## src/rtl/fifo_irq_status.sv

```systemverilog
module fifo_irq_status #(
  parameter int DEPTH = 128,
  parameter int DW    = 8,
  parameter logic [7:0] RX_TRIG_RST = 8'h01,
  parameter logic [7:0] TX_TRIG_RST = 8'h40
) (
  input  logic          clk,
  input  logic          rst_n,
  input  logic          reg_we,
  input  logic [1:0]    reg_sel,
  input  logic [31:0]   reg_wdata,
  output logic [31:0]   reg_rdata,
  input  logic          tx_push,
  input  logic [DW-1:0] tx_wdata,
  input  logic          tx_pop,
  output logic [DW-1:0] tx_rdata,
  input  logic          rx_push,
  input  logic [DW-1:0] rx_wdata,
  input  logic          rx_pop,
  output logic [DW-1:0] rx_rdata,
  input  logic          xfer_done,
  input  logic          cs_inval,
  input  logic          stop_en,
  output logic          shift_hold,
  output logic          irq,
  output logic          tx_dreq,
  output logic          rx_dreq
);
  localparam int AW = $clog2(DEPTH);
  localparam int CW = AW + 1;
  localparam logic [13:0] IEN_MASK = 14'h3F77;

  logic wr_ien, wr_sta, wr_ctl;
  assign wr_ien = reg_we && reg_sel == 2'd0;
  assign wr_sta = reg_we && reg_sel == 2'd1;
  assign wr_ctl = reg_we && reg_sel == 2'd2;

  logic [1:0]          push_i, pop_i, flush_i, full_w, empty_w;
  logic [1:0][DW-1:0]  wd_i, rd_w;
  logic [1:0][CW-1:0]  cnt_w;

  assign push_i  = {tx_push, rx_push};
  assign pop_i   = {tx_pop, rx_pop};
  assign wd_i    = {tx_wdata, rx_wdata};
  assign flush_i = {wr_ctl & reg_wdata[31], wr_ctl & reg_wdata[15]};

  for (genvar g = 0; g < 2; g++) begin : g_fifo
    logic [DW-1:0] mem [DEPTH];
    logic [AW-1:0] wp, rp;
    logic [CW-1:0] cnt;
    logic do_push, do_pop;

    assign do_push = push_i[g] & ~full_w[g];
    assign do_pop  = pop_i[g] & ~empty_w[g];

    always_ff @(posedge clk or negedge rst_n) begin
      if (!rst_n) begin
        wp <= '0; rp <= '0; cnt <= '0;
      end else if (flush_i[g]) begin
        wp <= '0; rp <= '0; cnt <= '0;
      end else begin
        if (do_push) wp <= wp + 1'b1;
        if (do_pop)  rp <= rp + 1'b1;
        cnt <= cnt + CW'(do_push) - CW'(do_pop);
      end
    end

    always_ff @(posedge clk)
      if (do_push && !flush_i[g]) mem[wp] <= wd_i[g];

    assign cnt_w[g]   = cnt;
    assign full_w[g]  = cnt == CW'(DEPTH);
    assign empty_w[g] = cnt == '0;
    assign rd_w[g]    = empty_w[g] ? '0 : mem[rp];
  end

  assign rx_rdata = rd_w[0];
  assign tx_rdata = rd_w[1];

  logic [7:0] rx_trig_q, tx_trig_q;
  logic       rx_dma_q, tx_dma_q;
  logic [13:0] ien_q;

  always_ff @(posedge clk or negedge rst_n) begin
    if (!rst_n) begin
      rx_trig_q <= RX_TRIG_RST;
      tx_trig_q <= TX_TRIG_RST;
      rx_dma_q  <= 1'b0;
      tx_dma_q  <= 1'b0;
      ien_q     <= '0;
    end else begin
      if (wr_ctl) begin
        rx_trig_q <= reg_wdata[7:0];
        rx_dma_q  <= reg_wdata[8];
        tx_trig_q <= reg_wdata[23:16];
        tx_dma_q  <= reg_wdata[24];
      end
      if (wr_ien) ien_q <= reg_wdata[13:0] & IEN_MASK;
    end
  end

  logic [7:0] rx_cnt8, tx_cnt8;
  logic rx_rdy, tx_rdy;
  assign rx_cnt8 = 8'(cnt_w[0]);
  assign tx_cnt8 = 8'(cnt_w[1]);
  assign rx_rdy  = rx_cnt8 >= rx_trig_q;
  assign tx_rdy  = tx_cnt8 <= tx_trig_q;

  logic [6:0] lvl_q;
  logic [5:0] evt_q, evt_set, evt_clr;

  assign evt_set = {cs_inval, xfer_done,
                    tx_pop & empty_w[1], tx_push & full_w[1],
                    rx_pop & empty_w[0], rx_push & full_w[0]};
  assign evt_clr = wr_sta ? reg_wdata[13:8] : 6'd0;

  always_ff @(posedge clk or negedge rst_n) begin
    if (!rst_n) begin
      lvl_q <= 7'h22;
      evt_q <= '0;
    end else begin
      lvl_q <= {full_w[1], empty_w[1], tx_rdy, 1'b0, full_w[0], empty_w[0], rx_rdy};
      evt_q <= (evt_q & ~evt_clr) | evt_set;
    end
  end

  logic [31:0] status;
  assign status = {18'd0, evt_q, 1'b0, lvl_q};

  assign irq        = |(status[13:0] & ien_q);
  assign rx_dreq    = rx_dma_q & rx_rdy;
  assign tx_dreq    = tx_dma_q & tx_rdy;
  assign shift_hold = stop_en & full_w[0];

  always_comb begin
    unique case (reg_sel)
      2'd0: reg_rdata = {18'd0, ien_q};
      2'd1: reg_rdata = status;
      2'd2: reg_rdata = {7'd0, tx_dma_q, tx_trig_q, 7'd0, rx_dma_q, rx_trig_q};
      default: reg_rdata = {8'd0, tx_cnt8, 8'd0, rx_cnt8};
    endcase
  end

  logic unused_wbits;
  assign unused_wbits = ^{reg_wdata[30:25], reg_wdata[14]};
endmodule

```

## config.mk

```make
export PLATFORM = sky130hd
export DESIGN_NAME = fifo_irq_status
export DESIGN_NICKNAME = d
export VERILOG_FILES = /design/src/rtl/fifo_irq_status.sv
export SDC_FILE = /design/constraint.sdc
export NUM_CORES = 2
export LEC_CHECK = 0
export ABC_CLOCK_PERIOD_IN_PS = 6900
export BUFFER_PORTS_ARGS = -buffer_cell sky130_fd_sc_hd__buf_2
export CAP_MARGIN = 5
export CORE_MARGIN = 4
export CORE_UTILIZATION = 48
export CTS_BUF_LIST = sky130_fd_sc_hd__clkbuf_8
export DETAILED_ROUTE_END_ITERATION = 8
export HOLD_SLACK_MARGIN = 0.06
export PLACE_DENSITY_LB_ADDON = 0.08
export SYNTH_ARGS = -nofsm -noshare
export SYNTH_HDL_FRONTEND = slang
export SYNTH_SLANG_ARGS = --single-unit
```

## constraint.sdc

```tcl
create_clock -name clk -period 6.9 [get_ports clk]
set_input_delay 0.69 -clock clk [delete_from_list [all_inputs] [get_ports clk]]
set_output_delay 0.69 -clock clk [all_outputs]
set_load 0.005 [all_outputs]
```

# Yosys cells after proc, flatten, opt, wreduce, memory -nomap -nowiden
# Memories as Yosys holds them, arrays and structs flattened.
# Index checks and enable logic that the tools add are counted.
dict set report word_totals {
  regBits 86
  latch_bits 0
  mem_bits_rw 2048
  rom_bits 0
  inputBits 60
  out_inout_bits 52
  wordCells 83
  memories 2
}
dict set report op_classes {
  addsub 8
  n_mul 0
  div_mod_pow 0
  magnitude_cmp 2
  eq_ne 4
  n_shift 0
  n_mux 18
  n_bitwise 21
  n_reduce_logical 15
}
# name words word_bits rd rd_clocked_by_memory_dff write_ports line
set memory_table {}
lappend memory_table {{g_fifo[0].mem} 128 8 1 0 1 48} ;# logic [DW-1:0] mem [DEPTH];
lappend memory_table {{g_fifo[1].mem} 128 8 1 0 1 48}
# operator count
set ops {}
lappend ops {{25-bit case mux with 3 select lines} 1}
lappend ops {{7-bit two-way mux} 8}
lappend ops {{8-bit two-way mux} 4}
lappend ops {{7-bit by 1-bit adder with 7-bit output, second input constant} 4}
lappend ops {{8-bit by 1-bit adder with 8-bit output} 2}
lappend ops {{8-bit == test, second input constant} 2}
lappend ops {{8-bit zero test} 2}
lappend ops {{8-bit by 1-bit subtractor with 8-bit output} 2}
lappend ops {{14-bit bitwise AND} 1}
lappend ops {{14-bit OR reduction} 1}
lappend ops {{1-bit bitwise AND} 13}
lappend ops {{8-bit greater-or-equal comparator} 1}
lappend ops {{8-bit less-or-equal comparator} 1}
lappend ops {{2-bit nonzero test} 4}
lappend ops {{6-bit bitwise AND} 1}
lappend ops {{6-bit two-way mux} 1}
lappend ops {{6-bit inverter} 1}
lappend ops {{6-bit OR} 1}
lappend ops {{1-bit logical AND} 5}
lappend ops {{1-bit two-way mux} 4}
lappend ops {{1-bit inverter} 4}
lappend ops {{2-bit by 1-bit == test with 1-bit output, second input constant} 1}
lappend ops {{2-bit == test, second input constant} 1}
lappend ops {{1-bit zero test} 2}
lappend ops {{2-bit zero test} 1}

# Longest topological paths before layout
dict set report logic_depth {
  word_depth 7
  depth_mapped 19
  depth_no_buf 18
}

# Worst setup path after synthesis
# Ideal clock, no wire load.
dict set report synth_timing {
  path_type {register -> register}
  start {register g_fifo[1].cnt[2]}
  end {register g_fifo[1].cnt[6]}
  t_arrival_ns 2.999
  required_ns 6.768
  setup_slack_ns 3.769
  stages_incl_launch_ff 18
  path_cell_list {dfrtp_1 > inv_1 > ha_1 > nor4bb_1 > nand2_1 > and2_1 > clkbuf_1 > ha_1 > inv_1 > ha_1 > fa_1 > a21oi_1 > o21bai_1 > a21oi_1 > nor2_1 > nor2_1 > xor2_1 > nor2_1}
}
dict set report synth_via {
  elab_chain_cells 6
  word_cells_on_any_way 9
  classes_between {2 x add/sub; 1 x eq/ne; 1 x mux; 4 x bitwise; 1 x reduce/logical}
}
# element line
set synth_lines {}
lappend synth_lines {{start: declaration} 50} ;# logic [CW-1:0] cnt;
lappend synth_lines {{start signal: assignment} 64} ;# cnt <= cnt + CW'(do_push) - CW'(do_pop);
lappend synth_lines {{8-bit == test} 72} ;# assign full_w[g] = cnt == CW'(DEPTH);
lappend synth_lines {{1-bit inverter} 53} ;# assign do_push = push_i[g] & ~full_w[g];
lappend synth_lines {{1-bit bitwise AND} 53}
lappend synth_lines {{8-bit by 1-bit adder with 8-bit output} 64}
lappend synth_lines {{8-bit by 1-bit subtractor with 8-bit output (*)} 64}
lappend synth_lines {{8-bit two-way mux (*)} 59} ;# end else if (flush_i[g]) begin
# Mark *: on every way between the ends. The rest lies on a longest branch, timed or not.
# A chain may end at the register's enable or synchronous reset.

# Worst setup path in the final report
dict set report layout_timing {
  start {register g_fifo[1].rp[2]}
  end {output tx_rdata[0]}
}
dict set report layout_via {
  elab_chain_cells 2
}
# element line
set layout_lines {}
lappend layout_lines {{start: declaration} 49} ;# logic [AW-1:0] wp, rp;
lappend layout_lines {{start signal: assignment} 63} ;# if (do_pop) rp <= rp + 1'b1;
lappend layout_lines {{memory read 128 x 8 bit} -}
lappend layout_lines {{8-bit two-way mux} 74} ;# assign rd_w[g] = empty_w[g] ? '0 : mem[rp];
lappend layout_lines {{end: declaration} 16} ;# output logic [DW-1:0] tx_rdata,
# Every way passes these cells.

==> flow_metrics.tcl <==
set metrics [dict create \
    status "finished clean" \
    clk_latency_ns 1.05 \
    worst_pin_slew_ns 1.149 \
    dp_cells 6513 \
    routed_wl_mm 209.9 \
    slew_viol_final 0 \
    postSynthCellCount 4225 \
    die_width_um 429.3 \
    cts_sinks 2134 \
    min_path_type "in -> reg" \
    grt.overflow.total 0 \
    crit_path_start_kind "register" \
    vdd_ir_drop_max_v 0.0002274 \
    synth-compound-area-share_pct 2.928 \
    floorplan.initialDensity_pct 48.33 \
    async_flop_share_pct 4.030 \
    drv_cap 0 \
    fillers 14003 \
    clockBufferDepth 4 \
    synth_fa_ha_area_share_pct 0.6931 \
    cts_max_level 5 \
    grt_max_degree 97 \
    yosysTopAreaCellShare_pct 72.18 \
    viasPerCell 5.823 \
    cp_slowest_cell "nor4_1" \
    fin_nets 4684 \
    cts_tree "done" \
    critPathKind "reg -> out" \
    post_drt_wl_per_cell_um 29.27 \
    fin_cells 7173 \
    required_ns 6.21 \
    io_pins 112 \
    drive_above_1_share_pct 23.08 \
    hold_ws_ns 0.1480 \
    cts_setup_buffers 0 \
    min_path_cells 1 \
    synth_top_family_by_area "multiplexers" \
    antenna_found_initial 2 \
    setup_viol 0 \
    tns_ns 0 \
    synth_top_area_cell "edfxtp_1" \
    crit_path_max_incr_delay_ns 0.83 \
    synthMuxAreaShare_pct 15.87 \
    ys.flop_type "edfxtp_1" \
    syn_avg_cell_area_sq_um 20.17 \
    power.density_mw_per_mm2 372.4 \
    yosysWarnings 0 \
    area_growth_pct 10.89 \
    ant_nets 0 \
    ys_ff_latch 2134 \
    slew_headroom_pct 23.38 \
    fin_crit_sh_pct 82.31 \
    synthSimpleGateAreaFrac_pct 3.254 \
    gp_congestion 0.8212 \
    std_cell_rows 154 \
    reg2reg_slack_ns 2.44 \
    core_sq_mm 0.1763 \
    synth-edff-count 2048 \
    dr.pass1.iters 6 \
    pre_cts_ws_ns 1.886 \
    synth-xor-area-share_pct 0.3187 \
    rsz0062_at_grt "false" \
    clock-root-buffer "clkbuf_8" \
    dpl.hpwl_mm 124.5 \
    hold-path-endpoint "g_fifo[0].mem[46][0]" \
    setup_ws_ns 1.220 \
    syn_area_sq_mm 0.08520 \
    drc_errors 0 \
    cp.arrival_ns 4.99 \
    period_needed_ns 5.680 \
    num_vias 41767 \
    synth.yosys.seq_area_share_pct 74.71 \
    reg2reg_from "g_fifo[0].cnt[4]" \
    end_kind "output port" \
    cp_max_fo 33 \
    r2r_end "g_fifo[0].mem[108][0]" \
    clock_skew_ns 0.05921 \
    cts_made_buffers 364 \
    final_util_pct 53.59 \
    min_from "rx_wdata[0]" \
    die_area_sq_mm 0.1843 \
    synth_area_leaders "edfxtp_1, mux4_2, mux2i_1, dfrtp_1, nor2_1" \
    grt_pass1_vias 43177 \
    clock.fmax_mhz 176.1 \
    grt_pass1_wl_mm 304.8 \
    rr_worst_depth 10 \
    drt_iter0_markers 3504 \
    io_buffers 95 \
    synth_cell_types 77 \
    crit_chain "buf_4 -> inv_4 -> buf_12 -> mux2_2 -> a21oi_1 -> nor4_1 -> a311oi_1 -> a2111oi_1 -> buf_2" \
    cts.clk_slew.worst_paths_ns 0.06 \
    report.final.hold_viol_count 0 \
    fp.dieH_um 429.3 \
    track_usage_pct 22.70 \
    leakage_nw 30.84 \
]
## what timing repair did
item	in CTS	in global routing
gates resized for setup	0	0
endpoints found under the hold margin	148	0
hold buffers	39	0
## Yosys cell counts (all sizes together), types with 28 or more instances
library cell	count
a22oi	50
buf	158
mux4	473
nand2	94
ha	44
o21ai	38
a221oi	29
dfrtp	82
clkbuf	93
mux2	46
nor2	364
nand3	28
mux2i	221
inv	44
edfxtp	2048
a21oi	52
o22ai	35
a211oi	31
nor2b	31
## critical path, delay by kind of cell, from the launching register on
kind	cells	cell delay [ns]
compound gates	3	0.95
flops	1	0.35
simple gates	1	0.83
buf+inv	4	1.41
mux	1	0.30
## layout by cell type (no fill, tap or decap), types with 16 or more instances in the layout
master         netlist  routed
clkinv_1             2      80
and2_1              16      16
a22oi_1             50      50
clkinv_2             0      19
clkbuf_8             2     372
xor2_1              16      16
mux2_2              46      46
a221oi_1            27      27
nand3_1             28      27
nand2_1             94      93
nor2b_1             31      30
mux4_1              38      38
mux4_2             435     435
dlygate4sd3_1        0      39
nor2_1             363     359
buf_2               58      78
o22ai_1             35      35
edfxtp_1          2048    2048
mux2i_1            221     221
dfrtp_1             82      73
o221ai_1            27      27
nor3_1              24      23
ha_1                44      44
nand2b_1            16      16
o21ai_0             35      35
inv_1               42     181
a21oi_1             52      52
a211oi_1            30      30
buf_4               30      98
## kinds of logic after synthesis
logic type | after synthesis
DFF | 2134
AOI/OAI and AO/OA | 348
buffers and inverters | 297
and+or+nand+nor | 628
xor gates and xnor gates | 31
muxes | 740
other | 1
adders and majority gates | 46
## per-stage QoR
stage          area [sq um]  power (mW)
6_report              94480       35.19
2_1_floorplan         85230       22.11
4_1_cts               94470       35.63
5_1_grt               94470       36.73
3_5_place_dp          87940       25.69
3_3_place_gp          87940       25.67
## registers in the layout, indices dropped and copies added (netlist names)
signal	count
g_fifo.rp	14
rx_dma_q	1
evt_q	6
ien_q	12
g_fifo.mem	2048
g_fifo.wp	14
lvl_q	6
tx_trig_q	8
g_fifo.cnt	16
tx_dma_q	1
rx_trig_q	8
## worst max path at each step
stage | startpoint | endpoint | cells after the start
2_1_floorplan | g_fifo[1].cnt[2] | g_fifo[1].cnt[6] | 17
3_3_place_gp | reg_sel[0] | g_fifo[0].mem[106][1] | 6
3_5_place_dp | reg_sel[0] | g_fifo[0].mem[107][1] | 6
4_1_cts | g_fifo[0].rp[1] | rx_rdata[4] | 9
5_1_grt | g_fifo[0].rp[1] | rx_rdata[4] | 9
6_report | g_fifo[1].rp[2] | tx_rdata[0] | 9
## layout make-up
cell class / count / area [sq um] / share of cell area, %
Tap cell: 2340 / 2928 / 3.099
Clock buffer: 372 / 5120 / 5.419
Antenna cell: 6 / 15.01 / 0.01589
Inverter: 46 / 175.2 / 0.1854
Timing Repair Buffer: 230 / 1817 / 1.923
Clock inverter: 243 / 1012 / 1.071
Multi-Input combinational cell: 1802 / 19740 / 20.89
Sequential cell: 2134 / 63680 / 67.40
## report_power, final
| part | switching, mW | leakage [nW] | internal (mW) |
|---|---|---|---|
| Clock | 4.88 | 3.65 | 5.02 |
| Combinational | 5.90 | 7.74 | 4.32 |
| Sequential | 0.518 | 19.5 | 14.5 |
| Total | 11.3 | 30.8 | 23.9 |
## layer usage
| layer | routed length (um) | vias up | GRT usage (%) |
|---|---|---|---|
| met5 | 0 | - | 0 |
| met4 | 6629 | 0 | 7.589 |
| met3 | 10570 | 402 | 3.465 |
| met2 | 105600 | 1300 | 37.89 |
| met1 | 87130 | 21998 | 30.85 |
| li1 | - | 18067 | - |
No activity file was read; power rests on OpenSTA's default activity.
